## config.mk

```make
export PLATFORM = sky130hd
export DESIGN_NAME = float_to_int_trunc
export DESIGN_NICKNAME = d
export VERILOG_FILES = /design/src/rtl/f2i_pkg.sv /design/src/rtl/f2i_ctrl.sv /design/src/rtl/f2i_align.sv /design/src/rtl/f2i_datapath.sv /design/src/rtl/float_to_int_trunc.sv
export SDC_FILE = /design/constraint.sdc
export NUM_CORES = 1
export LEC_CHECK = 0
export BUFFER_PORTS_ARGS = -buffer_cell sky130_fd_sc_hd__buf_2
export CAP_MARGIN = 0
export CELL_PAD_IN_SITES_DETAIL_PLACEMENT = 2
export CELL_PAD_IN_SITES_GLOBAL_PLACEMENT = 2
export CORE_ASPECT_RATIO = 1.5
export CORE_UTILIZATION = 35
export DETAILED_ROUTE_END_ITERATION = 7
export PLACE_DENSITY_LB_ADDON = 0.1
export SYNTH_ARGS = -nofsm -noshare
export SYNTH_HDL_FRONTEND = slang
export SYNTH_SLANG_ARGS = --single-unit
```

## constraint.sdc

```tcl
create_clock -name clk -period 1.25 [get_ports clk]
set_input_delay 0.125 -clock clk [delete_from_list [all_inputs] [get_ports clk]]
set_output_delay 0.125 -clock clk [all_outputs]
set_load 0.01 [all_outputs]
```

## src/rtl/f2i_pkg.sv

```systemverilog
package f2i_pkg;

  // Strobes from control to datapath; at most one of the four action bits is set.
  typedef struct packed {
    logic flushZero;
    logic shiftRight;
    logic shiftLeft;
    logic overflow;
    logic negate;
  } alignCtl_t;

endpackage

```

## src/rtl/f2i_ctrl.sv

```systemverilog
module f2i_ctrl
  import f2i_pkg::*;
#(
  parameter int EXP_W  = 8,
  parameter int FRAC_W = 23,
  parameter int INT_W  = 32,
  parameter int SH_W   = 5
) (
  input  logic             signBit,
  input  logic [EXP_W-1:0] expField,
  input  logic             fracZero,
  output alignCtl_t        ctl,
  output logic [SH_W-1:0]  shiftAmt
);

  localparam int BIAS   = (2 ** (EXP_W - 1)) - 1;
  localparam int SIG_W  = FRAC_W + 1;
  localparam int SE_W   = EXP_W + 2;
  localparam int OFFSET = BIAS + FRAC_W;

  // Signed limits on the effective shift (exponent field minus bias and fraction width).
  localparam logic signed [SE_W-1:0] SHIFT_OFS = SE_W'(OFFSET);
  localparam logic signed [SE_W-1:0] FLUSH_LIM = SE_W'(-INT_W);
  localparam logic signed [SE_W-1:0] OVF_LIM   = SE_W'(INT_W - SIG_W);

  logic signed [SE_W-1:0] effShift;
  logic                   expAllOnes;
  logic                   expZero;
  logic                   exactMin;

  assign effShift   = $signed({2'b00, expField}) - SHIFT_OFS;
  assign expAllOnes = &expField;
  assign expZero    = ~|expField;
  // Magnitude 2^(INT_W-1) with a negative sign is the only value at the limit that fits.
  assign exactMin   = signBit && fracZero && (effShift == OVF_LIM);

  always_comb begin
    ctl      = '0;
    shiftAmt = '0;
    if (expAllOnes) begin
      ctl.overflow = 1'b1;
    end else if (expZero || (effShift <= FLUSH_LIM)) begin
      ctl.flushZero = 1'b1;
    end else if (effShift < 0) begin
      ctl.shiftRight = 1'b1;
      ctl.negate     = signBit;
      shiftAmt       = SH_W'(-effShift);
    end else if ((effShift >= OVF_LIM) && !exactMin) begin
      ctl.overflow = 1'b1;
    end else begin
      ctl.shiftLeft = 1'b1;
      ctl.negate    = signBit;
      shiftAmt      = SH_W'(effShift);
    end
  end

endmodule

```

## src/rtl/f2i_align.sv

```systemverilog
module f2i_align #(
  parameter int SIG_W = 24,
  parameter int INT_W = 32,
  parameter int SH_W  = 5
) (
  input  logic [SIG_W-1:0] sig,
  input  logic             shiftRight,
  input  logic             shiftLeft,
  input  logic [SH_W-1:0]  shiftAmt,
  output logic [INT_W-1:0] mag
);

  logic [INT_W-1:0] sigWide;
  logic [INT_W-1:0] lStage [SH_W+1];
  logic [INT_W-1:0] rStage [SH_W+1];

  assign sigWide   = INT_W'(sig);
  assign lStage[0] = sigWide;
  assign rStage[0] = sigWide;

  // Logarithmic shifter, one stage per bit of the shift amount, in each direction.
  for (genvar k = 0; k < SH_W; k++) begin : g_stage
    assign lStage[k+1] = shiftAmt[k] ? (lStage[k] << (2 ** k)) : lStage[k];
    assign rStage[k+1] = shiftAmt[k] ? (rStage[k] >> (2 ** k)) : rStage[k];
  end

  always_comb begin
    if (shiftLeft)       mag = lStage[SH_W];
    else if (shiftRight) mag = rStage[SH_W];
    else                 mag = '0;
  end

endmodule

```

## src/rtl/f2i_datapath.sv

```systemverilog
module f2i_datapath
  import f2i_pkg::*;
#(
  parameter int FRAC_W = 23,
  parameter int INT_W  = 32,
  parameter int SH_W   = 5
) (
  input  logic [FRAC_W-1:0] frac,
  input  alignCtl_t         ctl,
  input  logic [SH_W-1:0]   shiftAmt,
  output logic [INT_W-1:0]  result
);

  localparam int SIG_W = FRAC_W + 1;
  localparam logic [INT_W-1:0] INT_MIN = {1'b1, {(INT_W-1){1'b0}}};

  logic [SIG_W-1:0] sig;
  logic [INT_W-1:0] mag;
  logic [INT_W-1:0] signedVal;

  assign sig = {1'b1, frac};

  f2i_align #(
    .SIG_W(SIG_W),
    .INT_W(INT_W),
    .SH_W (SH_W)
  ) align_i (
    .sig       (sig),
    .shiftRight(ctl.shiftRight),
    .shiftLeft (ctl.shiftLeft),
    .shiftAmt  (shiftAmt),
    .mag       (mag)
  );

  assign signedVal = ctl.negate ? (INT_W'(0) - mag) : mag;

  always_comb begin
    if (ctl.overflow)       result = INT_MIN;
    else if (ctl.flushZero) result = '0;
    else                    result = signedVal;
  end

endmodule

```

## src/rtl/float_to_int_trunc.sv

```systemverilog
module float_to_int_trunc
  import f2i_pkg::*;
#(
  parameter int EXP_W  = 8,
  parameter int FRAC_W = 23,
  parameter int INT_W  = 32
) (
  input  logic                          clk,
  input  logic                          rstN,
  input  logic                          inValid,
  input  logic [EXP_W+FRAC_W:0]         inWord,
  output logic                          outValid,
  output logic [INT_W-1:0]              outInt,
  output logic                          outOvf
);

  localparam int FLT_W    = 1 + EXP_W + FRAC_W;
  localparam int SH_W     = $clog2(INT_W);
  localparam int BIAS     = (2 ** (EXP_W - 1)) - 1;
  localparam int FLUSH_EX = BIAS + FRAC_W - INT_W;
  localparam int LIMIT_EX = BIAS + INT_W - 1;
  localparam logic [INT_W-1:0] INT_MIN  = {1'b1, {(INT_W-1){1'b0}}};
  localparam logic [FLT_W-1:0] MIN_WORD = {1'b1, EXP_W'(LIMIT_EX), {FRAC_W{1'b0}}};

  logic              signBit;
  logic [EXP_W-1:0]  expField;
  logic [FRAC_W-1:0] frac;
  alignCtl_t         ctl;
  logic [SH_W-1:0]   shiftAmt;
  logic [INT_W-1:0]  result;

  assign signBit  = inWord[FLT_W-1];
  assign expField = inWord[FLT_W-2 -: EXP_W];
  assign frac     = inWord[FRAC_W-1:0];

  f2i_ctrl #(
    .EXP_W (EXP_W),
    .FRAC_W(FRAC_W),
    .INT_W (INT_W),
    .SH_W  (SH_W)
  ) ctrl_i (
    .signBit (signBit),
    .expField(expField),
    .fracZero(~|frac),
    .ctl     (ctl),
    .shiftAmt(shiftAmt)
  );

  f2i_datapath #(
    .FRAC_W(FRAC_W),
    .INT_W (INT_W),
    .SH_W  (SH_W)
  ) dp_i (
    .frac    (frac),
    .ctl     (ctl),
    .shiftAmt(shiftAmt),
    .result  (result)
  );

  always_ff @(posedge clk or negedge rstN) begin
    if (!rstN) begin
      outValid <= 1'b0;
      outInt   <= '0;
      outOvf   <= 1'b0;
    end else begin
      outValid <= inValid;
      if (inValid) begin
        outInt <= result;
        outOvf <= ctl.overflow;
      end
    end
  end

  // Control must never request two actions at once.
  assert_one_action_R4: assert property (@(posedge clk) disable iff (!rstN)
    $onehot0({ctl.flushZero, ctl.shiftRight, ctl.shiftLeft, ctl.overflow}));

  assert_valid_follows_R8: assert property (@(posedge clk) disable iff (!rstN)
    inValid |=> outValid);

  assert_hold_idle_R8: assert property (@(posedge clk) disable iff (!rstN)
    !inValid |=> (!outValid && $stable(outInt) && $stable(outOvf)));

  assert_ovf_value_R4: assert property (@(posedge clk) disable iff (!rstN)
    outOvf |-> (outInt == INT_MIN));

  assert_nan_inf_R6: assert property (@(posedge clk) disable iff (!rstN)
    (inValid && (&expField)) |=> outOvf);

  assert_flush_R3: assert property (@(posedge clk) disable iff (!rstN)
    (inValid && (expField <= EXP_W'(FLUSH_EX))) |=> ((outInt == '0) && !outOvf));

  assert_exact_min_R5: assert property (@(posedge clk) disable iff (!rstN)
    (inValid && (inWord == MIN_WORD)) |=> ((outInt == INT_MIN) && !outOvf));

endmodule

```

==> impl_results.md, run 1 <==
- Die span in y: between 150 and 200 um
- Status: stopped before the end
- IO buf count: between 60 and 70
- I/O pin cnt: between 60 and 70
- Synth Flop Type: dfrtp_1
- Synthesized instance count: around 850
- Compound-Gate Fraction of Synth Area: 0.4108
- Initial Util: 0.3613
- DPL Wire Length: 38.18 mm
- Synthesized flop and latch total: 34
- Synth async-reset ratio: 1.000
- Post-synth EDFFs: 0
- Yosys warns: 0
- Mux cell area share after synthesis: 0.02529
- Die Wd: ~110 um
- Post-synthesis xor/xnor area fraction: 0.02264
- Post-Synth Simple-Gate Area: 0.3135
- Post-synthesis sequential area ratio: 0.1387
- Synth Area in Adders: 0.01224
- Largest family of logic cells by synthesized area: compound AO/OA/AOI/OAI gates
- Stage reached: 3_5_place_dp
- # rows: a little under 60
- Final GP Congestion: 1.196
- Error: [ERROR DPL-0033] detailed placement checks failed during check placement.
- Post-synth net total: just under 900
- Synth cell types: 110
- Mean Syn Cell Area: ~7.3 um2
- Syn Std Cell Area: just over 6000 um2
-- synthesized netlist by cell type, types with 15 or more instances --
cell | instances | share of area
nor2_1 | 73 | 0.045
a22oi_1 | 18 | 0.022
buf_2 | 28 | 0.023
clkbuf_1 | 18 | 0.011
nand2_1 | 86 | 0.053
a31oi_1 | 15 | 0.015
inv_1 | 20 | 0.012
o211ai_1 | 23 | 0.028
nand3_1 | 56 | 0.046
nand4_1 | 17 | 0.017
o21ai_0 | 43 | 0.035
dfrtp_1 | 34 | 0.14
a211o_1 | 15 | 0.021
nor3_1 | 34 | 0.028
a21oi_1 | 50 | 0.041
-- per-stage QoR --
step | instances | setup TNS, ns
after floorplan | 845 | -71.84
after global placement | 1434 | -92.00
-- cells by family after synthesis --
logic type / after synthesis
mux: 15
compound gates: 333
simple gates: 356
flops: 34
xor+xnor: 15
fa+ha+maj: 6
buf+inv: 86
==> run 2: changes to the inputs <==
CELL_PAD_IN_SITES_DETAIL_PLACEMENT = not set   (was 2)
CELL_PAD_IN_SITES_GLOBAL_PLACEMENT = not set   (was 2)
CORE_ASPECT_RATIO = not set   (was 1.5)
CORE_UTILIZATION = 33   (was 35)
PLACE_DENSITY_LB_ADDON = 0.15   (was 0.1)
==> run 2 against run 1 <==
  * The flow now finishes, with violations (design-rule violations, negative setup slack)
  * Synthesized cell count stayed put
  * Synthesized area unchanged
==> impl_results.md, run 2 <==
- Status: complete, but fails checks (was stopped before the end)
- Failing checks: design-rule violations, negative setup slack
- Number of flip-flops under the largest register name: 32
- Mean Syn Cell Area: 7.260 um2 (unchanged)
- Via Count: slightly below 10,000
- GR peak layer: met2
- Area share of the largest cell type after synthesis: 0.1387 (unchanged)
- Initial antenna violation count: 0
- Largest net degree at the start of global routing: 35
- Area leader, netlist: dfrtp_1 (unchanged)
- Worst setup margin: -2.559 ns
- DPL Wire Length: 28.51 mm (was 38.18 mm)
- Final GP Congestion: 1.036 (was 1.196)
- Total gr overflow: 0
- CTS buffer count: 5
- Via-to-Cell Ratio: 6.236
- Initial DRC Count: 1,013
- Routed WL per cell: between 20 and 25 um
- Hold path depth: 2
- Pwr per Cell Area: approximately 830 nW/um2
- Clk_lat worst skew: 0.28 ns
- Routing usage on met1: 0.5189
- Synth async-reset ratio: 1.000 (unchanged)
- Post-synthesis sequential area ratio: 0.1387 (unchanged)
- Fraction of layout cells with a size suffix above 1: 0.5694
- RSZ-0062 raised after global routing: yes
- Core Box Area: about 18,000 um2
- CTS sink cnt: 34
- Clock root buffer: clkbuf_16
- Critical-path maximum fanout: 5
- Pwr Total: around 10 mW
- I/O pin cnt: 69 (unchanged)
- Top reg by flops: outInt
- Design Area, Final: about 12,000 um2
- Nets@finish: between 1,000 and 1,500
- Non-Filler Instances: about 1,500
- Top Registers: outInt x32, outOvf x1, outValid x1
- Nature of the critical path startpoint: input port
- Clk slew on worst S/H paths: approximately 0.05 ns
- Static Leak: between 5 and 6 nW
- Yosys warns: 0 (unchanged)
- Area grow syn2layout: 93.21%
- Final Critical Period: ~3.8 ns
- Fmax: between 200 and 300 MHz
- Setup violations, final: 33
- Fin crit share: 3.047
- Met2 Use GR: 0.5950
- Most frequent cells after synthesis: nand2_1 (86), nor2_1 (73), nand3_1 (56), a21oi_1 (50), o21ai_0 (43) (unchanged)
- Post-route setup TNS: -76.39 ns
- Worst IR Drop VDD: between 0.6 and 0.7 mV
- First-pass DRT Iterations: 8
- Syn Std Cell Area: 6135 um2 (unchanged)
- Relative slew slack: 0.5399
- Final ANT Viol Nets: 0
- Most frequent cell after synthesis: nand2_1 (unchanged)
- Critical path required time: between 1 and 1.5 ns
- Slew Viols, Final: 0
- Clock skew: 0 ns
- Antenna cells: 0
- Critical path type: in -> reg
- Worst slew pin tran: 0.6852 ns
- R2R setup slack: between 0.2 and 0.3 ns
- All-layer global routing usage: 0.3797
- Met3 GRT Util: 0.04849
- Initial Util: 0.3392 (was 0.3613)
- Worst Reg-to-Reg Cells: 2
- Synthesized flop and latch total: 34 (unchanged)
- Synth cell types: 110 (unchanged)
- Hold Path Class: in -> reg
- Die Wd: 138.3 um (was 110.1 um)
- Endpoint class of the critical path: flop
- Cell Area, Placed: 9557 um2
- IO buf count: 68 (unchanged)
- Min Hold Slack: 0.1193 ns
- Fillcell total: around 1,600
- H-tree depth: 2
- Post-synth EDFFs: 0 (unchanged)
- Synth Flop Type: dfrtp_1 (unchanged)
- Vias in the first global route: about 9,100
- Max clock buf depth: 2
- Final Hold Viols: 0
- Commonest non-fill, non-tap cell in the layout: buf_4
- Post-synth net total: 886 (unchanged)
- Die span in y: 138.3 um (was 164.1 um)
- Final wirelength: 38.24 mm
- CTS tree: built
- Most frequent cells in the layout: buf_4 (383), nand2_1 (75), buf_2 (65), nor2_1 (60), buf_6 (57)
- # rows: 49 (was 58)
- DR DRC count: 6
- Worst EP arrival: 4.01 ns
- First-pass GRT wire length: ~55 mm
- Die area: about 19,000 um2
- Top area cells in the synthesized netlist: dfrtp_1 (14%), nand2_1 (5.3%), nand3_1 (4.6%), nor2_1 (4.5%), a21oi_1 (4.1%) (unchanged)
- Max-Cap Viols: 0
- Placed cell count: roughly 1,500
- Synthesized instance count: 845 (unchanged)
==> run 2: cell counts after synthesis <==
No cell type changed its count.
==> run 2: cells by family (layout without fill, tap and decap cells) <==
group	Yosys count	in the layout	share of synthesized area
xor gates and xnor gates	15	15	0.02264
and+or+nand+nor	356	357	0.3135
muxes	15	15	0.02529
AOI/OAI and AO/OA	333	334	0.4108
adders and majority gates	6	6	0.01224
buffers and inverters	86	558	0.07689
DFF	34	34	0.1387
==> run 2: power by group <==
group	switching [mW]	total, mW	internal, mW
Combinational	3.88	7.46	3.58
Sequential	0.0266	1.18	1.15
Clock	0.490	1.21	0.720
Total	4.39	9.85	5.45
==> run 2: per-stage QoR <==
step / setup slack, ns / utilization
6_report: -2.559 / 0.6553
5_1_grt: -2.690 / 0.6553
4_1_cts: -2.610 / 0.5930
3_5_place_dp: -3.097 / 0.5284
3_3_place_gp: -3.116 / 0.5284
2_1_floorplan: -2.466 / -
==> run 2: final timing paths <==
path / start / endpoint
worst max-delay path: inWord[23] / outInt[20]
worst min-delay path: inValid / outValid
worst max register to register: outInt[29] / outInt[29]
worst min register to register: outInt[0] / outInt[0]
max in group asynchronous: rstN / outInt[14]
min in group asynchronous: rstN / outInt[7]
==> run 2: routing by layer <==
metal | up-vias | share of wire
met4 | 0 | 0.056
li1 | 4282 | -
met2 | 559 | 0.44
met5 | - | 0
met3 | 138 | 0.083
met1 | 4675 | 0.42
==> run 2: area by class of cell <==
cell class,count,area [um2],share of cell area
clock inverters,2,10.01,0.0008445
well taps,229,286.5,0.02417
flip-flops and latches,34,850.8,0.07178
multi-input cells,727,6146,0.5185
inverters,21,81.33,0.006862
repair buffers,530,4353,0.3673
clock buffers,5,125.1,0.01056
==> run 2: worst max-delay path, cell delays in order <==
cell       delay [ns]
buf_2            0.09
buf_4            0.13
ha_1             0.17
nand2_1          0.05
or3_1            0.34
nand2_1          0.25
nor4_4           0.09
buf_6            0.15
o32ai_1          0.56
buf_4            0.26
nor3_1           0.06
nor4_2           0.42
buf_4            0.18
o21ai_1          0.06
o2111ai_1        0.14
or3_4            0.21
buf_4            0.17
nor2_4           0.07
a2111o_1         0.40
o221ai_1         0.07
==> run 2: repair_timing <==
action	CTS	global route
pin swaps	70	75
gates resized for setup	136	153
gates cloned	6	3
hold buffers	1	0
endpoints found under the hold margin	34	0
buffers inserted	34	48
endpoints found under the setup margin	33	33
Power figures use the tool's default switching activity.
